File: config.mk
export PLATFORM = sky130hd
export DESIGN_NAME = spi_reg_master
export DESIGN_NICKNAME = d
export VERILOG_FILES = /design/src/rtl/spi_reg_pkg.sv /design/src/rtl/spi_reg_hdr.sv /design/src/rtl/spi_reg_dp.sv /design/src/rtl/spi_reg_ctrl.sv /design/src/rtl/spi_reg_master.sv
export SDC_FILE = /design/constraint.sdc
export NUM_CORES = 1
export LEC_CHECK = 0
export ABC_AREA = 0
export BUFFER_PORTS_ARGS = -buffer_cell sky130_fd_sc_hd__buf_2
export CAP_MARGIN = 20
export CORE_UTILIZATION = 54
export CTS_CLUSTER_SIZE = 40
export DETAILED_ROUTE_END_ITERATION = 8
export PLACE_DENSITY = 0.77
export SLEW_MARGIN = 10
export SYNTH_ARGS = -nofsm -noshare
export SYNTH_HDL_FRONTEND = slang
export SYNTH_SLANG_ARGS = --single-unit
File: constraint.sdc
create_clock -name clk -period 7.7 [get_ports clk]
set_clock_uncertainty 0.05 [all_clocks]
set_input_delay 0.385 -clock clk [delete_from_list [all_inputs] [get_ports clk]]
set_output_delay 0.385 -clock clk [all_outputs]
set_load 0.01 [all_outputs]
File: src/rtl/spi_reg_pkg.sv
package spi_reg_pkg;
  localparam int RegIdW     = 6;
  localparam int SubW       = 15;
  localparam int LenW       = 3;
  localparam int MaxData    = 5;
  localparam int DataW      = 8 * MaxData;
  localparam int HdrMax     = 3;
  localparam int HdrW       = 8 * HdrMax;
  localparam int StreamW    = 8 * (HdrMax + MaxData);
  localparam int BitCntW    = $clog2(StreamW);

  typedef struct packed {
    logic load;
    logic sample;
    logic shift;
    logic finish;
  } ctlStrobeT;

  typedef enum logic [2:0] {
    PH_IDLE,
    PH_LOW,
    PH_HIGH,
    PH_TAIL,
    PH_GAP
  } phaseT;

  function automatic logic [LenW-1:0] normLen(input logic [LenW-1:0] l);
    case (l)
      3'd1, 3'd2, 3'd4, 3'd5: normLen = l;
      default:                normLen = 3'd1;
    endcase
  endfunction
endpackage

File: src/rtl/spi_reg_hdr.sv
module spi_reg_hdr
  import spi_reg_pkg::*;
(
  input  logic [RegIdW-1:0]  regId,
  input  logic [SubW-1:0]    subAddr,
  input  logic               writeEn,
  input  logic [LenW-1:0]    dataLen,
  input  logic [DataW-1:0]   wData,
  output logic [StreamW-1:0] txStream,
  output logic [BitCntW-1:0] lastBitIdx
);
  logic             hasSub;
  logic             extSub;
  logic [1:0]       hdrLen;
  logic [HdrW-1:0]  hdrVec;
  logic [DataW-1:0] dataVec;

  always_comb begin
    hasSub = |subAddr;
    extSub = |subAddr[SubW-1:7];
    hdrVec = '0;
    hdrVec[HdrW-1 -: 8] = {writeEn, hasSub, regId};
    if (!hasSub) begin
      hdrLen = 2'd1;
    end else if (!extSub) begin
      hdrLen = 2'd2;
      hdrVec[HdrW-9 -: 8] = subAddr[7:0];
    end else begin
      hdrLen = 2'd3;
      hdrVec[HdrW-9 -: 8] = {1'b1, subAddr[6:0]};
      hdrVec[7:0]         = subAddr[SubW-1:7];
    end
    // first data byte on the wire is the least significant one
    for (int j = 0; j < MaxData; j++) begin
      dataVec[DataW-1-8*j -: 8] = writeEn ? wData[8*j +: 8] : 8'h00;
    end
    txStream = {hdrVec, {(StreamW-HdrW){1'b0}}}
             | ({dataVec, {(StreamW-DataW){1'b0}}} >> (8 * hdrLen));
    lastBitIdx = BitCntW'(8 * (int'(hdrLen) + int'(dataLen)) - 1);
  end
endmodule

File: src/rtl/spi_reg_dp.sv
module spi_reg_dp
  import spi_reg_pkg::*;
(
  input  logic               clk,
  input  logic               rstN,
  input  ctlStrobeT          strobe,
  input  logic [RegIdW-1:0]  regId,
  input  logic [SubW-1:0]    subAddr,
  input  logic               writeEn,
  input  logic [LenW-1:0]    len,
  input  logic [DataW-1:0]   wData,
  input  logic               miso,
  output logic               mosi,
  output logic               lastBit,
  output logic [DataW-1:0]   rData
);
  logic [StreamW-1:0] txVec;
  logic [StreamW-1:0] rxVec;
  logic [BitCntW-1:0] bitCnt;
  logic [LenW-1:0]    dataLenQ;
  logic               writeQ;
  logic [LenW-1:0]    dataLenD;
  logic [StreamW-1:0] hdrStream;
  logic [BitCntW-1:0] lastIdx;
  logic [DataW-1:0]   rdAsm;

  assign dataLenD = normLen(len);

  spi_reg_hdr u_hdr (
    .regId      (regId),
    .subAddr    (subAddr),
    .writeEn    (writeEn),
    .dataLen    (dataLenD),
    .wData      (wData),
    .txStream   (hdrStream),
    .lastBitIdx (lastIdx)
  );

  // the last data byte received sits in the low byte of rxVec
  always_comb begin
    rdAsm = '0;
    for (int j = 0; j < MaxData; j++) begin
      if (j < int'(dataLenQ)) begin
        rdAsm[8*j +: 8] = 8'(rxVec >> (8 * (int'(dataLenQ) - 1 - j)));
      end
    end
  end

  always_ff @(posedge clk or negedge rstN) begin
    if (!rstN) begin
      txVec    <= '0;
      rxVec    <= '0;
      bitCnt   <= '0;
      dataLenQ <= 3'd1;
      writeQ   <= 1'b0;
      rData    <= '0;
    end else begin
      if (strobe.load) begin
        txVec    <= hdrStream;
        rxVec    <= '0;
        bitCnt   <= lastIdx;
        dataLenQ <= dataLenD;
        writeQ   <= writeEn;
      end
      if (strobe.sample) begin
        rxVec <= {rxVec[StreamW-2:0], miso};
      end
      if (strobe.shift) begin
        txVec  <= {txVec[StreamW-2:0], 1'b0};
        bitCnt <= bitCnt - 1'b1;
      end
      if (strobe.finish) begin
        rData <= writeQ ? '0 : rdAsm;
      end
    end
  end

  assign mosi    = txVec[StreamW-1];
  assign lastBit = (bitCnt == '0);

  // the control never asks for a further bit once the count is spent
  p_shift_range_r8: assert property (@(posedge clk) disable iff (!rstN)
    strobe.shift |-> bitCnt != '0);
endmodule

File: src/rtl/spi_reg_ctrl.sv
module spi_reg_ctrl
  import spi_reg_pkg::*;
#(
  parameter int HALF_DIV = 2
) (
  input  logic      clk,
  input  logic      rstN,
  input  logic      start,
  input  logic      lastBit,
  input  logic      irqIn,
  output ctlStrobeT strobe,
  output logic      busy,
  output logic      done,
  output logic      csN,
  output logic      sclk,
  output logic      irqOut
);
  localparam int DivW = $clog2(2 * HALF_DIV + 1);

  phaseT           phase;
  logic [DivW-1:0] divCnt;
  logic            halfTick;
  logic            fullTick;
  logic            csActive;
  logic            irqPend;

  assign halfTick = (divCnt == DivW'(HALF_DIV - 1));
  assign fullTick = (divCnt == DivW'(2 * HALF_DIV - 1));
  assign csActive = (phase == PH_LOW) || (phase == PH_HIGH) || (phase == PH_TAIL);

  always_comb begin
    strobe        = '0;
    strobe.load   = (phase == PH_IDLE) && start;
    strobe.sample = (phase == PH_LOW)  && halfTick;
    strobe.shift  = (phase == PH_HIGH) && halfTick && !lastBit;
    strobe.finish = (phase == PH_TAIL) && halfTick;
  end

  always_ff @(posedge clk or negedge rstN) begin
    if (!rstN) begin
      phase   <= PH_IDLE;
      divCnt  <= '0;
      done    <= 1'b0;
      irqPend <= 1'b0;
    end else begin
      done    <= 1'b0;
      irqPend <= csActive ? (irqPend | irqIn) : 1'b0;
      case (phase)
        PH_IDLE: begin
          divCnt <= '0;
          if (start) phase <= PH_LOW;
        end
        PH_LOW: begin
          if (halfTick) begin
            divCnt <= '0;
            phase  <= PH_HIGH;
          end else divCnt <= divCnt + 1'b1;
        end
        PH_HIGH: begin
          if (halfTick) begin
            divCnt <= '0;
            phase  <= lastBit ? PH_TAIL : PH_LOW;
          end else divCnt <= divCnt + 1'b1;
        end
        PH_TAIL: begin
          if (halfTick) begin
            divCnt <= '0;
            phase  <= PH_GAP;
            done   <= 1'b1;
          end else divCnt <= divCnt + 1'b1;
        end
        PH_GAP: begin
          if (fullTick) begin
            divCnt <= '0;
            phase  <= PH_IDLE;
          end else divCnt <= divCnt + 1'b1;
        end
        default: phase <= PH_IDLE;
      endcase
    end
  end

  assign busy   = (phase != PH_IDLE);
  assign csN    = !csActive;
  assign sclk   = (phase == PH_HIGH);
  assign irqOut = !csActive && (irqIn || irqPend);

  p_sclk_idle_r7: assert property (@(posedge clk) disable iff (!rstN)
    csN |-> !sclk);
  p_strobe_excl_r8: assert property (@(posedge clk) disable iff (!rstN)
    $onehot0({strobe.load, strobe.sample, strobe.shift, strobe.finish}));
  p_irq_mask_r9: assert property (@(posedge clk) disable iff (!rstN)
    !csN |-> !irqOut);
  p_done_edge_r10: assert property (@(posedge clk) disable iff (!rstN)
    done |-> (csN && $past(!csN)));
  p_start_ignored_r11: assert property (@(posedge clk) disable iff (!rstN)
    (busy && start) |=> !$fell(csN));
endmodule

File: src/rtl/spi_reg_master.sv
module spi_reg_master
  import spi_reg_pkg::*;
#(
  parameter int HALF_DIV = 2
) (
  input  logic        clk,
  input  logic        rstN,
  input  logic        start,
  input  logic [5:0]  regId,
  input  logic [14:0] subAddr,
  input  logic        writeEn,
  input  logic [2:0]  len,
  input  logic [39:0] wData,
  output logic        busy,
  output logic        done,
  output logic [39:0] rData,
  output logic        sclk,
  output logic        csN,
  output logic        mosi,
  input  logic        miso,
  input  logic        irqIn,
  output logic        irqOut
);
  ctlStrobeT strobe;
  logic      lastBit;

  spi_reg_ctrl #(.HALF_DIV(HALF_DIV)) u_ctrl (
    .clk     (clk),
    .rstN    (rstN),
    .start   (start),
    .lastBit (lastBit),
    .irqIn   (irqIn),
    .strobe  (strobe),
    .busy    (busy),
    .done    (done),
    .csN     (csN),
    .sclk    (sclk),
    .irqOut  (irqOut)
  );

  spi_reg_dp u_dp (
    .clk     (clk),
    .rstN    (rstN),
    .strobe  (strobe),
    .regId   (regId),
    .subAddr (subAddr),
    .writeEn (writeEn),
    .len     (len),
    .wData   (wData),
    .miso    (miso),
    .mosi    (mosi),
    .lastBit (lastBit),
    .rData   (rData)
  );
endmodule

== Word-level counts from Yosys, hierarchy flattened ==
Index checks and enable logic that the tools add are counted.

* $mul: 0
* Reductions and logical operators: 22
* Equal/unequal tests: 15
* Order comparisons: 5
* Divide/modulo/power cells: 0
* Bitwise logic cells: 2
* Shift operators: 6
* $add $sub $neg: 9
* Muxes and demuxes: 36

{| class="wikitable"
|+ Operator list
! kind !! number
|-
| 64-bit by 32-bit right shift with 8-bit output || 5
|-
| 64-bit 2-to-1 mux || 4
|-
| 8-bit 2-to-1 mux || 12
|-
| 64-bit OR || 1
|-
| 64-bit by 5-bit right shift with 64-bit output || 1
|-
| 29-bit by 3-bit subtractor with 29-bit output (second input constant) || 2
|-
| 40-bit 2-to-1 mux || 1
|-
| 29-bit by 2-bit subtractor with 29-bit output (second input constant) || 1
|-
| 29-bit by 4-bit subtractor with 29-bit output (second input constant) || 1
|-
| 3-bit 2-to-1 mux || 8
|-
| 16-bit 2-to-1 mux || 1
|-
| 3-bit case mux with 5 select lines || 1
|-
| 15-bit OR reduction || 1
|-
| 3-bit by 2-bit == test with 1-bit output (second input constant) || 4
|-
| 6-bit 2-to-1 mux || 2
|-
| 6-bit by 1-bit subtractor with 6-bit output (second input constant) || 2
|-
| 3-bit by 1-bit == test with 1-bit output (second input constant) || 3
|-
| 3-bit == test (second input constant) || 3
|-
| 3-bit case mux with 3 select lines || 1
|-
| 2-bit by 1-bit != test with 1-bit output (second input constant) || 4
|-
| 8-bit OR reduction || 1
|-
| 1-bit logical AND || 6
|-
| 6-bit logical NOT || 1
|-
| 1-bit by 3-bit less-than comparator with 1-bit output (first input constant) || 2
|-
| other kinds (17) || 27
|}

* Bits in writable memories: 0
* Memories kept: 0
* Flip-flop bits (word level): 186
* Output and inout port bits: 46
* ROM bits: 0
* Bits of input ports: 70
* Latch bits: 0
* Logic and storage cells: 105

== Depth between registers and ports, before layout ==
Gate-level depths: netlist (run 1).

* Depth in word-level cells: 7
* Gate-level depth with buffers: 17
* Depth with buffers taken out: 12

== Modules after synthesis ==
From an unflattened synthesis (run 1), not the netlist that was laid out.

* Cells, all modules: 1193
* Area, all modules: 11441.0 µm²

{| class="wikitable"
|+ By module, submodules not included
! module !! sequential area each (µm²) !! cells each !! instances !! area each (µm²)
|-
| spi_reg_dp || 4455.5 || 918 || 1 || 9641.7
|-
| spi_reg_hdr || 0.0 || 224 || 1 || 1313.8
|-
| spi_reg_ctrl || 200.2 || 51 || 1 || 485.5
|}

== Least setup slack after synthesis (run 1) ==
Ideal clock, no wire load.

* Path type: register to register
* From: register u_dp.dataLenQ[0]
* To: register u_dp.rData[31]
* Buffers on the path: 4
* Cell stages (with the launch flop): 16
* Setup time: 68 ps
* Setup slack: 3427 ps
* Period minus slack after synthesis: 4273 ps
* Data required time: 7582 ps
* Data arrival time: 4154 ps
* Cells stage by stage: dfstp_2 -> buf_2 -> buf_4 -> buf_2 -> inv_1 -> ha_1 -> xnor2_2 -> clkbuf_1 -> ha_1 -> nand2_1 -> o21ai_0 -> ha_1 -> nor4b_1 -> nand3_1 -> nor4_2 -> a32o_1

* Word-level cells in the longest chain between the ends: 5
* Elaborated cells between the ends (all ways): 6
* Classes of those cells: add/sub: 2; order compare: 1; shift: 1; mux: 2

{| class="wikitable"
|+ Ends and longest elaborated chain
! element !! RTL line !! RTL
|-
| start, declared || spi_reg_dp.sv:20 || <nowiki>logic [LenW-1:0] dataLenQ;</nowiki>
|-
| start signal, assigned || spi_reg_dp.sv:62 || <nowiki>dataLenQ <= dataLenD;</nowiki>
|-
| 3-bit by 1-bit subtractor with 4-bit output || spi_reg_dp.sv:44 || <nowiki>rdAsm[8*j +: 8] = 8'(rxVec >> (8 * (int'(dataLenQ) - 1 - j)));</nowiki>
|-
| 29-bit by 3-bit subtractor with 29-bit output || spi_reg_dp.sv:44 ||
|-
| 64-bit by 32-bit right shift with 8-bit output || spi_reg_dp.sv:44 ||
|-
| 8-bit 2-to-1 mux (*) || spi_reg_dp.sv:43 || <nowiki>if (j < int'(dataLenQ)) begin</nowiki>
|-
| 40-bit 2-to-1 mux (*) || spi_reg_dp.sv:73 || <nowiki>rData <= writeQ ? '0 : rdAsm;</nowiki>
|-
| end signal, assigned || spi_reg_dp.sv:73 ||
|-
| end, declared || spi_reg_dp.sv:15 || <nowiki>output logic [DataW-1:0] rData</nowiki>
|}

Mark *: on every way between the ends. The rest lies on a longest branch, timed or not.
A chain may end at the register's enable or synchronous reset.

== Worst setup path in the final report (run 1) ==
Ends and elaborated chain as after synthesis.

==> results.yml, run 1 <==
drt:
  routed_wl_mm: 27.5
  detail-route-antenna-nets: 0
  vias_per_cell: 6.41
  dr.pass1.iters: 8
  vias: 8870
  wl_per_cell_um: 19.9
  drtIter0Drc: 920
  drc: 0
yosys:
  synth_top_area_share_pct: 43.8
  synth_cells: 1045
  yosysUniqueCellTypes: 70
  yosysTopAreaCell: "dfrtp_1"
  synthArstFlopShare_pct: 100
  synth_edf_count: 0
  seq_area_frac_synth_pct: 44.1
  synthFlopType: "dfrtp_1"
  synth_nets: 1139
  ys_top_cells_by_area: "dfrtp_1, mux4_2, nand2_1"
  yosysWarnings: 0
  syn_area_per_cell_um2: 10.1
  netlist_area_um2: 10600
  synth_seq_cells: 186
floorplanning:
  fp-row-count: 50
  core_area_um2: 19000
  start_util_pct: 55.7
  die-area_um2: 20100
  ioPinCount: 116
  chipHeight_um: 142
  dieWidth_um: 142
grt:
  antenna_found_initial: 0
  grt_max_degree: 129
  track_usage_pct: 28.7
  grt_pass1_vias: 8463
  grt_pass1_wl_mm: 44.6
  overflow: 0
final_layout:
  n_fill_cell: 1518
  final_core_util_pct: 62.3
  seq_area_um2: 4660
  layout_common_cells: "nand2_1, dfrtp_1, o21ai_0"
  multiInputGateArea_um2: 5480
  layout.nets: 1204
  layout-drive-gt1-share_pct: 21.3
  syn2layout_area_growth_pct: 11.8
  fin_cells: 1383
  antenna-diode-count: 0
  final_common_cell: "nand2_1"
sta:
  setup_viol: 0
  finalSetupTns_ps: 0
  rsz0062_at_grt: "no"
  post-route-min-period_ps: 4540
  layout_worst_path_cycle_share_pct: 59.0
  report.final.hold_viol_count: 1
  fmax_mhz: 220
  report.final.slew_viol_count: 0
  worst_pin_slew_ps: 1050
  whs_ps: -1.86
  maxSlewHeadroom_pct: 30.0
critical_path:
  worstPathArrival_ps: 4870
  critPathKind: "reg2reg"
  rrSetupSlack_ps: 3160
  r2r_cells: 12
  crit_fanout: 60
  rr_startpoint: "u_dp.dataLenQ[0]$_DFFE_PN1P_"
  cp-start-kind: "flip-flop"
  cp-end-kind: "flip-flop"
  worstPathRequired_ps: 8030
  r2r-end: "u_dp.rData[31]$_DFFE_PN0P_"
outcome:
  failed_checks: "hold timing"
  status: "finished, violations left"
place:
  numPortBuffers: 115
  hpwl_mm: 18.2
  dpl.cell_count: 1349
  gp_congestion: 0.906
power:
  p_leak_nw: 5.26
  p_per_area_nw_per_um2: 391
  vdd_ir_drop_max_mv: 0.224
flow_run:
  maxCapViolations: 0
clock_network:
  clk_latency_ps: 440
  ctsHoldBuffers: 0
  cts_root_buf: "clkbuf_16"
  cts_buffers: 17
  clkTransAtPathRegs_ps: 70
  post_cts_resized: 0
  ctsLongestPathBuffers: 2
  clock_sinks: 186
  h-tree-depth: 4
  cts_tree: "done"
  postCtsSetupBuffers: 0
hold_path:
  hp-class: "in2async"
[how the worst max path moves through the flow]
| stage | from | cells past startpoint | endpoint | slack [ps] |
|---|---|---|---|---|
| finish | u_dp.dataLenQ[0]$_DFFE_PN1P_ | 12 | u_dp.rData[31]$_DFFE_PN0P_ | 3160 |
| global route | u_dp.dataLenQ[0]$_DFFE_PN1P_ | 12 | u_dp.rData[31]$_DFFE_PN0P_ | 2820 |
| CTS | u_dp.dataLenQ[0]$_DFFE_PN1P_ | 11 | u_dp.rData[31]$_DFFE_PN0P_ | 2580 |
| detailed placement | u_dp.dataLenQ[0]$_DFFE_PN1P_ | 11 | u_dp.rData[31]$_DFFE_PN0P_ | 2650 |
| global placement | u_dp.dataLenQ[0]$_DFFE_PN1P_ | 11 | u_dp.rData[31]$_DFFE_PN0P_ | 2740 |
| floorplan | u_dp.dataLenQ[0]$_DFFE_PN1P_ | 15 | u_dp.rData[31]$_DFFE_PN0P_ | 3430 |
[where the power goes]
part	leakage (nW)	internal, mW	switching (mW)
sequential	2.45	1.35	0.475
clock	0.277	0.425	0.415
combinational	2.54	0.936	1.01
[final cells by class]
cell class	instances	share of cell area (%)
Clock buffer	17	3.60
Clock inverter	15	1.12
Inverter	21	0.667
Multi-Input combinational cell	756	46.4
Sequential cell	186	39.4
Tap cell	260	2.75
Timing Repair Buffer	128	6.04
[critical path, stage by stage, from the launching register on]
cell and delay [ps]:
dfstp_4 1160, inv_1 210, ha_2 270, xnor2_2 370
buf_4 360, ha_1 200, nand2_1 80, o21ai_0 190
ha_1 260, nor4b_1 310, nand3_1 130, nor4_2 610
a32o_1 260
[stage by stage]
stage / power (mW) / instance area [um2] / worst slack, ps / hold slack [ps]
finish: 4.62 / 11800 / 3160 / -1.86
global route: 4.90 / 11800 / 2820 / 49.2
CTS: 4.59 / 11800 / 2580 / 22.8
detailed placement: 3.72 / 11200 / 2650 / 414
global placement: 3.63 / 11200 / 2740 / 410
floorplan: 3.17 / 10600 / 3430 / 39.4
[synthesized netlist by cell type (all sizes together) (8+ instances only)]
master  count
nand2     215
dfrtp     185
o21ai     141
mux2i      60
mux4       54
clkbuf     46
buf        36
a21oi      35
nor2       35
ha         23
inv        21
and3       16
a22oi      14
nand3      14
o22ai      13
or3        13
a22o       11
nand2b      9
a222oi      8
[cell families after synthesis]
kind of cell / share of synthesized area, %
AOI/OAI and AO/OA: 16.7
xor gates and xnor gates: 0.320
adders and majority gates: 2.91
buffers and inverters: 4.37
DFF: 44.1
muxes: 17.4
and+or+nand+nor: 14.2
[registers in the layout, summed over array words and instances, names as in the netlist]
name / flops
u_ctrl.phase: 3
u_dp.txVec: 64
u_dp.rxVec: 64
u_dp.writeQ: 1
u_ctrl.irqPend: 1
u_dp.rData: 40
u_dp.dataLenQ: 3
u_ctrl.done: 1
u_ctrl.divCnt: 3
u_dp.bitCnt: 6
[layer usage]
metal  track usage (%)  wire length [um]
met4              10.9               680
met3              6.07              2280
met2              44.2             12600
met5                 0                 0
met1              40.0             11900
(Power assumes the default switching activity.)
==> inputs of run 2 (changes only) <==
--- a/config.mk
+++ b/config.mk
@@ -5,7 +5,7 @@
 export SDC_FILE = /design/constraint.sdc
 export NUM_CORES = 1
 export LEC_CHECK = 0
-export ABC_AREA = 0
+export ABC_AREA = 1
 export BUFFER_PORTS_ARGS = -buffer_cell sky130_fd_sc_hd__buf_2
 export CAP_MARGIN = 20
 export CORE_UTILIZATION = 54
==> constraint.sdc (replaced) <==
create_clock -name clk -period 4.7 [get_ports clk]
set_clock_uncertainty 0.05 [all_clocks]
set_input_delay 0.235 -clock clk [delete_from_list [all_inputs] [get_ports clk]]
set_output_delay 0.235 -clock clk [all_outputs]
set_load 0.01 [all_outputs]
==> run 2 against run 1 <==
  * The run now ends clean
  * Global-route usage up 0.51 points
  * Sequential power down 12%
  * Register-to-register slack worse by 2100 ps
  * Critical path depth up 1
  * Die area up 3.2%
  * Largest power group is now sequential cells
  * Worst setup slack worse by 2100 ps
  * Critical endpoint unchanged
  * Critical path type unchanged
  * Combinational power down 92%
  * Via count up 16%
  * Utilization down 0.63 points
  * Design area up 2.6%
==> results.yml, run 2 <==
outcome:
  status: "finished, final reports clean"
yosys:
  synthMuxAreaShare_pct: 0
  synth_cells: 1491
  yosysMostFrequentCell: "nand2_1"
  synth_seq_cells: 186
  netlist_area_um2: 10900
  synth_compound_area_share_pct: 16.8
  synthArstFlopShare_pct: 100
  synth_top_area_share_pct: 42.4
  synthFlopType: "dfrtp_1"
  yosysTopAreaCell: "dfrtp_1"
  yosysUniqueCellTypes: 45
  synth_top_family_by_area: "simple AND/OR/NAND/NOR gates"
  synth_edf_count: 0
  synth-xor-area-share_pct: 0.722
  synth_fa_ha_area_share_pct: 2.82
  seq_area_frac_synth_pct: 42.7
  synth_nets: 1585
  yosys-top-cells-count: "nand2_1, inv_1, dfrtp_1"
  syn_area_per_cell_um2: 7.32
  synth_simple_gate_area_share_pct: 26.0
  ys_top_cells_by_area: "dfrtp_1, nand2_1, o21ai_0"
  yosysWarnings: 0
sta:
  fmax_mhz: 275
  whs_ps: 23.5
  layout_worst_path_cycle_share_pct: 77.4
  rsz0062_at_grt: "no"
  post-route-min-period_ps: 3640
  maxSlewHeadroom_pct: 32.4
  worst_pin_slew_ps: 1010
  fin_ws_ps: 1060
  finalSetupTns_ps: 0
  report.final.hold_viol_count: 0
  report.final.slew_viol_count: 0
  setup_viol: 0
hold_path:
  hp-class: "in2reg"
  whs_path_depth: 3
  hold_end: "u_dp.txVec[52]$_DFFE_PN0P_"
  hold_start: "subAddr[4]"
clock_network:
  clkTransAtPathRegs_ps: 60
  h-tree-depth: 4
  cts_tree: "done"
  postCtsSetupBuffers: 0
  clk_latency_ps: 440
  cts_buffers: 17
  cts_root_buf: "clkbuf_16"
  ctsLongestPathBuffers: 2
  clock_sinks: 186
final_layout:
  syn2layout_area_growth_pct: 11.1
  reg_top3: "u_dp.rxVec x64, u_dp.txVec x64, u_dp.rData x40"
  final_common_cell: "nand2_1"
  antenna-diode-count: 0
  layout_common_cells: "nand2_1, inv_1, dfrtp_1"
  layout-drive-gt1-share_pct: 12.0
  layout.nets: 1655
drt:
  routed_wl_mm: 29.1
  detail-route-antenna-nets: 0
  vias: 10331
  dr.pass1.iters: 5
  wl_per_cell_um: 15.8
  vias_per_cell: 5.62
  drtIter0Drc: 1026
  drc: 0
critical_path:
  cp-start-kind: "flip-flop"
  crit_fanout: 37
  r2r-end: "u_dp.rData[31]$_DFFE_PN0P_"
  worstPathArrival_ps: 3970
  worstPathRequired_ps: 5030
  rrSetupSlack_ps: 1060
  critPathKind: "reg2reg"
  cp-end-kind: "flip-flop"
  rr_startpoint: "u_dp.dataLenQ[0]$_DFFE_PN1P_"
  r2r_cells: 13
power:
  p_leak_nw: 6.40
  vdd_ir_drop_max_mv: 0.233
  p_per_area_nw_per_um2: 259
grt:
  grt_pass1_wl_mm: 46.8
  overflow: 0
  grt_max_degree: 127
  grt_pass1_vias: 9298
  track_usage_pct: 29.2
  antenna_found_initial: 0
place:
  dp_worst_setup_slack_ps: 1080
  hpwl_mm: 20.1
  numPortBuffers: 115
  gp_congestion: 0.919
floorplanning:
  start_util_pct: 55.5
  dieWidth_um: 144
  fp-row-count: 51
  core_area_um2: 19700
  chipHeight_um: 144
  ioPinCount: 116
  die-area_um2: 20800
flow_run:
  maxCapViolations: 0
[run 2: cell count changes in the layout (fill, tap and decap cells not counted), sizes merged, moves of 43 or more]
| cell | previous run | this run |
|---|---|---|
| mux4 | 54 | 0 |
| o21ai | 141 | 184 |
| nand3 | 14 | 101 |
| o22ai | 13 | 70 |
| nand2 | 215 | 485 |
| mux2i | 60 | 0 |
| inv | 27 | 200 |
[run 2: through the flow]
stage	instance area (um2)	utilization, %	power [mW]	instances
after floorplan	10900	-	1.70	1491
after global placement	11500	58.3	1.79	1795
after detailed placement	11500	58.3	1.79	1795
after CTS	12100	61.7	3.15	1839
after global routing	12100	61.7	3.24	1839
final	12100	61.7	3.14	1839
[run 2: logic make-up (layout without fill, tap and decap cells)]
group           after synthesis  in the layout
compound gates              327            327
xor+xnor                      6              6
fa+ha+maj                    24             24
buf+inv                     284            367
flops                       186            186
simple gates                664            664
[run 2: metal layers]
metal  track usage (%)  vias up  part of all wire [%]
met5                 0        -                     0
met4              13.5        0                   3.4
met3              4.44       70                   7.0
met2              44.5      429                    45
met1              41.0     4858                    45
li1                  -     4974                     -
[run 2: worst max-delay path by stage]
stage	cells after the start	end	from
finish	13	u_dp.rData[31]$_DFFE_PN0P_	u_dp.dataLenQ[0]$_DFFE_PN1P_
global route	13	u_dp.rData[31]$_DFFE_PN0P_	u_dp.dataLenQ[0]$_DFFE_PN1P_
CTS	13	u_dp.rData[31]$_DFFE_PN0P_	u_dp.dataLenQ[0]$_DFFE_PN1P_
global placement	13	u_dp.rData[31]$_DFFE_PN0P_	u_dp.dataLenQ[0]$_DFFE_PN1P_
detailed placement	13	u_dp.rData[31]$_DFFE_PN0P_	u_dp.dataLenQ[0]$_DFFE_PN1P_
floorplan	14	u_dp.rData[31]$_DFFE_PN0P_	u_dp.dataLenQ[0]$_DFFE_PN1P_
[run 2: layout make-up]
cell class                 count  area [um2]
tap                          265         332
fill                        1823        7520
inverter                     198         743
clock buffer                  22         464
clock inverter                10        85.1
multi-input combinational   1021        5070
sequential                   186        4660
timing repair buffer         137         777
[run 2: critical path, cell delays in order, from the launching register on]
cell	delay, ps
dfstp_4	620
inv_2	80
ha_1	280
buf_4	330
clkinv_1	130
buf_4	250
ha_1	210
nand2_1	80
o21ai_0	90
ha_1	270
or2_2	300
nor4_2	640
o21ai_1	150
nand2_1	90
[run 2: where the power goes]
group	total, mW	leakage [nW]	internal (mW)	switching (mW)
sequential	1.61	2.00	1.60	0.00257
combinational	0.161	4.13	0.0541	0.107
clock	1.37	0.273	0.718	0.655
total	3.14	6.40	2.38	0.765
[run 2: repair_timing]
item,4_1_cts,5_1_grt
hold buffers,12,0
gates resized for setup,0,0
endpoints found under the hold margin,110,0
==> inputs of run 3 (changes only) <==
--- a/config.mk
+++ b/config.mk
@@ -11,7 +11,7 @@
 export CORE_UTILIZATION = 54
 export CTS_CLUSTER_SIZE = 40
 export DETAILED_ROUTE_END_ITERATION = 8
-export PLACE_DENSITY = 0.77
+export PLACE_DENSITY = 0.8
 export SLEW_MARGIN = 10
 export SYNTH_ARGS = -nofsm -noshare
 export SYNTH_HDL_FRONTEND = slang
==> constraint.sdc (replaced) <==
create_clock -name clk -period 3.1 [get_ports clk]
set_clock_uncertainty 0.05 [all_clocks]
set_input_delay 0.155 -clock clk [delete_from_list [all_inputs] [get_ports clk]]
set_output_delay 0.155 -clock clk [all_outputs]
set_load 0.01 [all_outputs]
==> run 3 against run 2 <==
  * Worst setup slack worse by 890 ps
  * Non-clock buffer count is 19 higher
  * Power is 53% higher
  * Worst hold slack worse by 8.0 ps
  * Cell count is 0.92% higher
  * Fmax is 24% higher
  * Die area stayed put
  * Largest cell class unchanged
==> results.yml, run 3 (same netlist as run 2, synthesis figures left out) <==
floorplanning:
  die-area_um2: 20800
  start_util_pct: 55.5
  core_area_um2: 19700
  dieWidth_um: 144
  chipHeight_um: 144
  fp-row-count: 51
  ioPinCount: 116
clock_network:
  post_cts_resized: 0
  ctsLongestPathBuffers: 2
  clock_sinks: 186
  clkTransAtPathRegs_ps: 70
  cts_root_buf: "clkbuf_16"
  cts_buffers: 17
  h-tree-depth: 4
  clk_latency_ps: 430
  cts_tree: "done"
power:
  p_sw_share_pct: 23.8
  power_switching_mw: 1.14
  p_comb_share_pct: 5.3
  p_per_area_nw_per_um2: 389
  vdd_ir_drop_max_mv: 0.396
  pwr-share-seq_pct: 50.8
  power.internal_mw: 3.66
  p_clk_share_pct: 44.0
  p_leak_nw: 6.49
critical_path:
  worstSetupEndpoint: "u_dp.rData[31]$_DFFE_PN0P_"
  startpoint: "u_dp.dataLenQ[0]$_DFFE_PN1P_"
  rrSetupSlack_ps: 170
  cp-end-kind: "flip-flop"
  rr_startpoint: "u_dp.dataLenQ[0]$_DFFE_PN1P_"
  r2r_cells: 13
  critPathKind: "reg2reg"
  crit_fanout: 8
  cp-start-kind: "flip-flop"
  r2r-end: "u_dp.rData[31]$_DFFE_PN0P_"
  worstPathArrival_ps: 3250
  worstPathRequired_ps: 3420
flow_run:
  maxCapViolations: 0
hold_path:
  hp-class: "in2reg"
final_layout:
  final_core_util_pct: 62.7
  syn2layout_area_growth_pct: 13.0
  antenna-diode-count: 0
  seq_area_um2: 4660
  layout-drive-gt1-share_pct: 12.7
  layout.nets: 1674
  final_common_cell: "nand2_1"
  layout_common_cells: "nand2_1, inv_1, dfrtp_1"
  multiInputGateArea_um2: 5080
  n_fill_cell: 1783
  reg_top3: "u_dp.rxVec x64, u_dp.txVec x64, u_dp.rData x40"
drt:
  detail-route-antenna-nets: 0
  dr.pass1.iters: 6
  drc: 0
  drtIter0Drc: 996
  routed_wl_mm: 29.0
  vias_per_cell: 5.56
  wl_per_cell_um: 15.6
  vias: 10321
place:
  dp_worst_setup_slack_ps: 212
  numPortBuffers: 115
  gp_congestion: 0.936
  hpwl_mm: 20.1
grt:
  grt_pass1_wl_mm: 46.7
  antenna_found_initial: 0
  grt_pass1_vias: 9454
  overflow: 0
  grt_max_degree: 127
  track_usage_pct: 28.9
sta:
  post-route-min-period_ps: 2930
  rsz0062_at_grt: "no"
  worst_pin_slew_ps: 1030
  fin_ws_ps: 171
  report.final.slew_viol_count: 0
  finalSetupTns_ps: 0
  fmax_mhz: 341
  setup_viol: 0
  maxSlewHeadroom_pct: 31.5
  report.final.hold_viol_count: 0
  layout_worst_path_cycle_share_pct: 94.5
outcome:
  status: "finished, final reports clean"
run 3: layer usage:
metal | vias up | share of wire [%] | global-route usage, %
met3 | 59 | 7.3 | 4.93
met5 | - | 0 | 0
met1 | 4818 | 44 | 39.7
li1 | 4997 | - | -
met2 | 447 | 46 | 45.6
met4 | 0 | 2.7 | 11.6
run 3: layout make-up:
class / instances / area share, %
multi-input combinational: 1021 / 41.2
sequential: 186 / 37.8
timing repair buffer: 156 / 7.80
inverter: 198 / 6.03
clock buffer: 18 / 3.56
tap: 265 / 2.69
clock inverter: 12 / 0.944
run 3: worst max-delay path, cell delays in order, from the launching register on:
cell and delay [ps]:
dfstp_4 620, inv_2 80, ha_1 250, xor2_2 170, inv_2 100, ha_1 160
nand2_1 90, o21ai_0 180, ha_1 250, or2_2 320, nor4_4 260, buf_4 200
o21ai_1 70, nand2_1 60
run 3: repair_timing:
action                     in CTS  in global routing
hold buffers                   19                  0
setup buffers                   0                  1
setup endpoints to repair       0                  1
hold endpoints to repair      201                  0
run 3: worst min path at each step:
stage / start / endpoint / slack, ps / cells past startpoint
6_report: wData[1] / u_dp.txVec[49]$_DFFE_PN0P_ / 20 / 3
5_1_grt: wData[1] / u_dp.txVec[49]$_DFFE_PN0P_ / 3 / 3
4_1_cts: wData[1] / u_dp.txVec[49]$_DFFE_PN0P_ / 3 / 3
3_5_place_dp: rstN / u_dp.rxVec[30]$_DFFE_PN0P_ / -30 / 1
3_3_place_gp: rstN / u_dp.rxVec[29]$_DFFE_PN0P_ / -30 / 1
2_1_floorplan: rstN / u_ctrl.divCnt[0]$_DFFE_PN0P_ / -190 / 0
run 3: stage by stage:
stage	hold WS [ps]	cells	total power [mW]	area, um2
global placement	-33.8	1806	2.71	11600
detailed placement	-32.0	1806	2.72	11600
finish	15.4	1856	4.80	12300
floorplan	-191	1491	2.58	10900
global route	2.56	1856	4.94	12300
CTS	3.30	1855	4.81	12300
run 3: power groups by stage:
| stage | clock [mW] | combinational (mW) | sequential, mW |
|---|---|---|---|
| detailed placement | 0 | 0.234 | 2.48 |
| global placement | 0 | 0.231 | 2.48 |
| CTS | 2.12 | 0.252 | 2.44 |
| finish | 2.11 | 0.253 | 2.44 |
| global route | 2.22 | 0.283 | 2.44 |
| floorplan | 0 | 0.0957 | 2.48 |
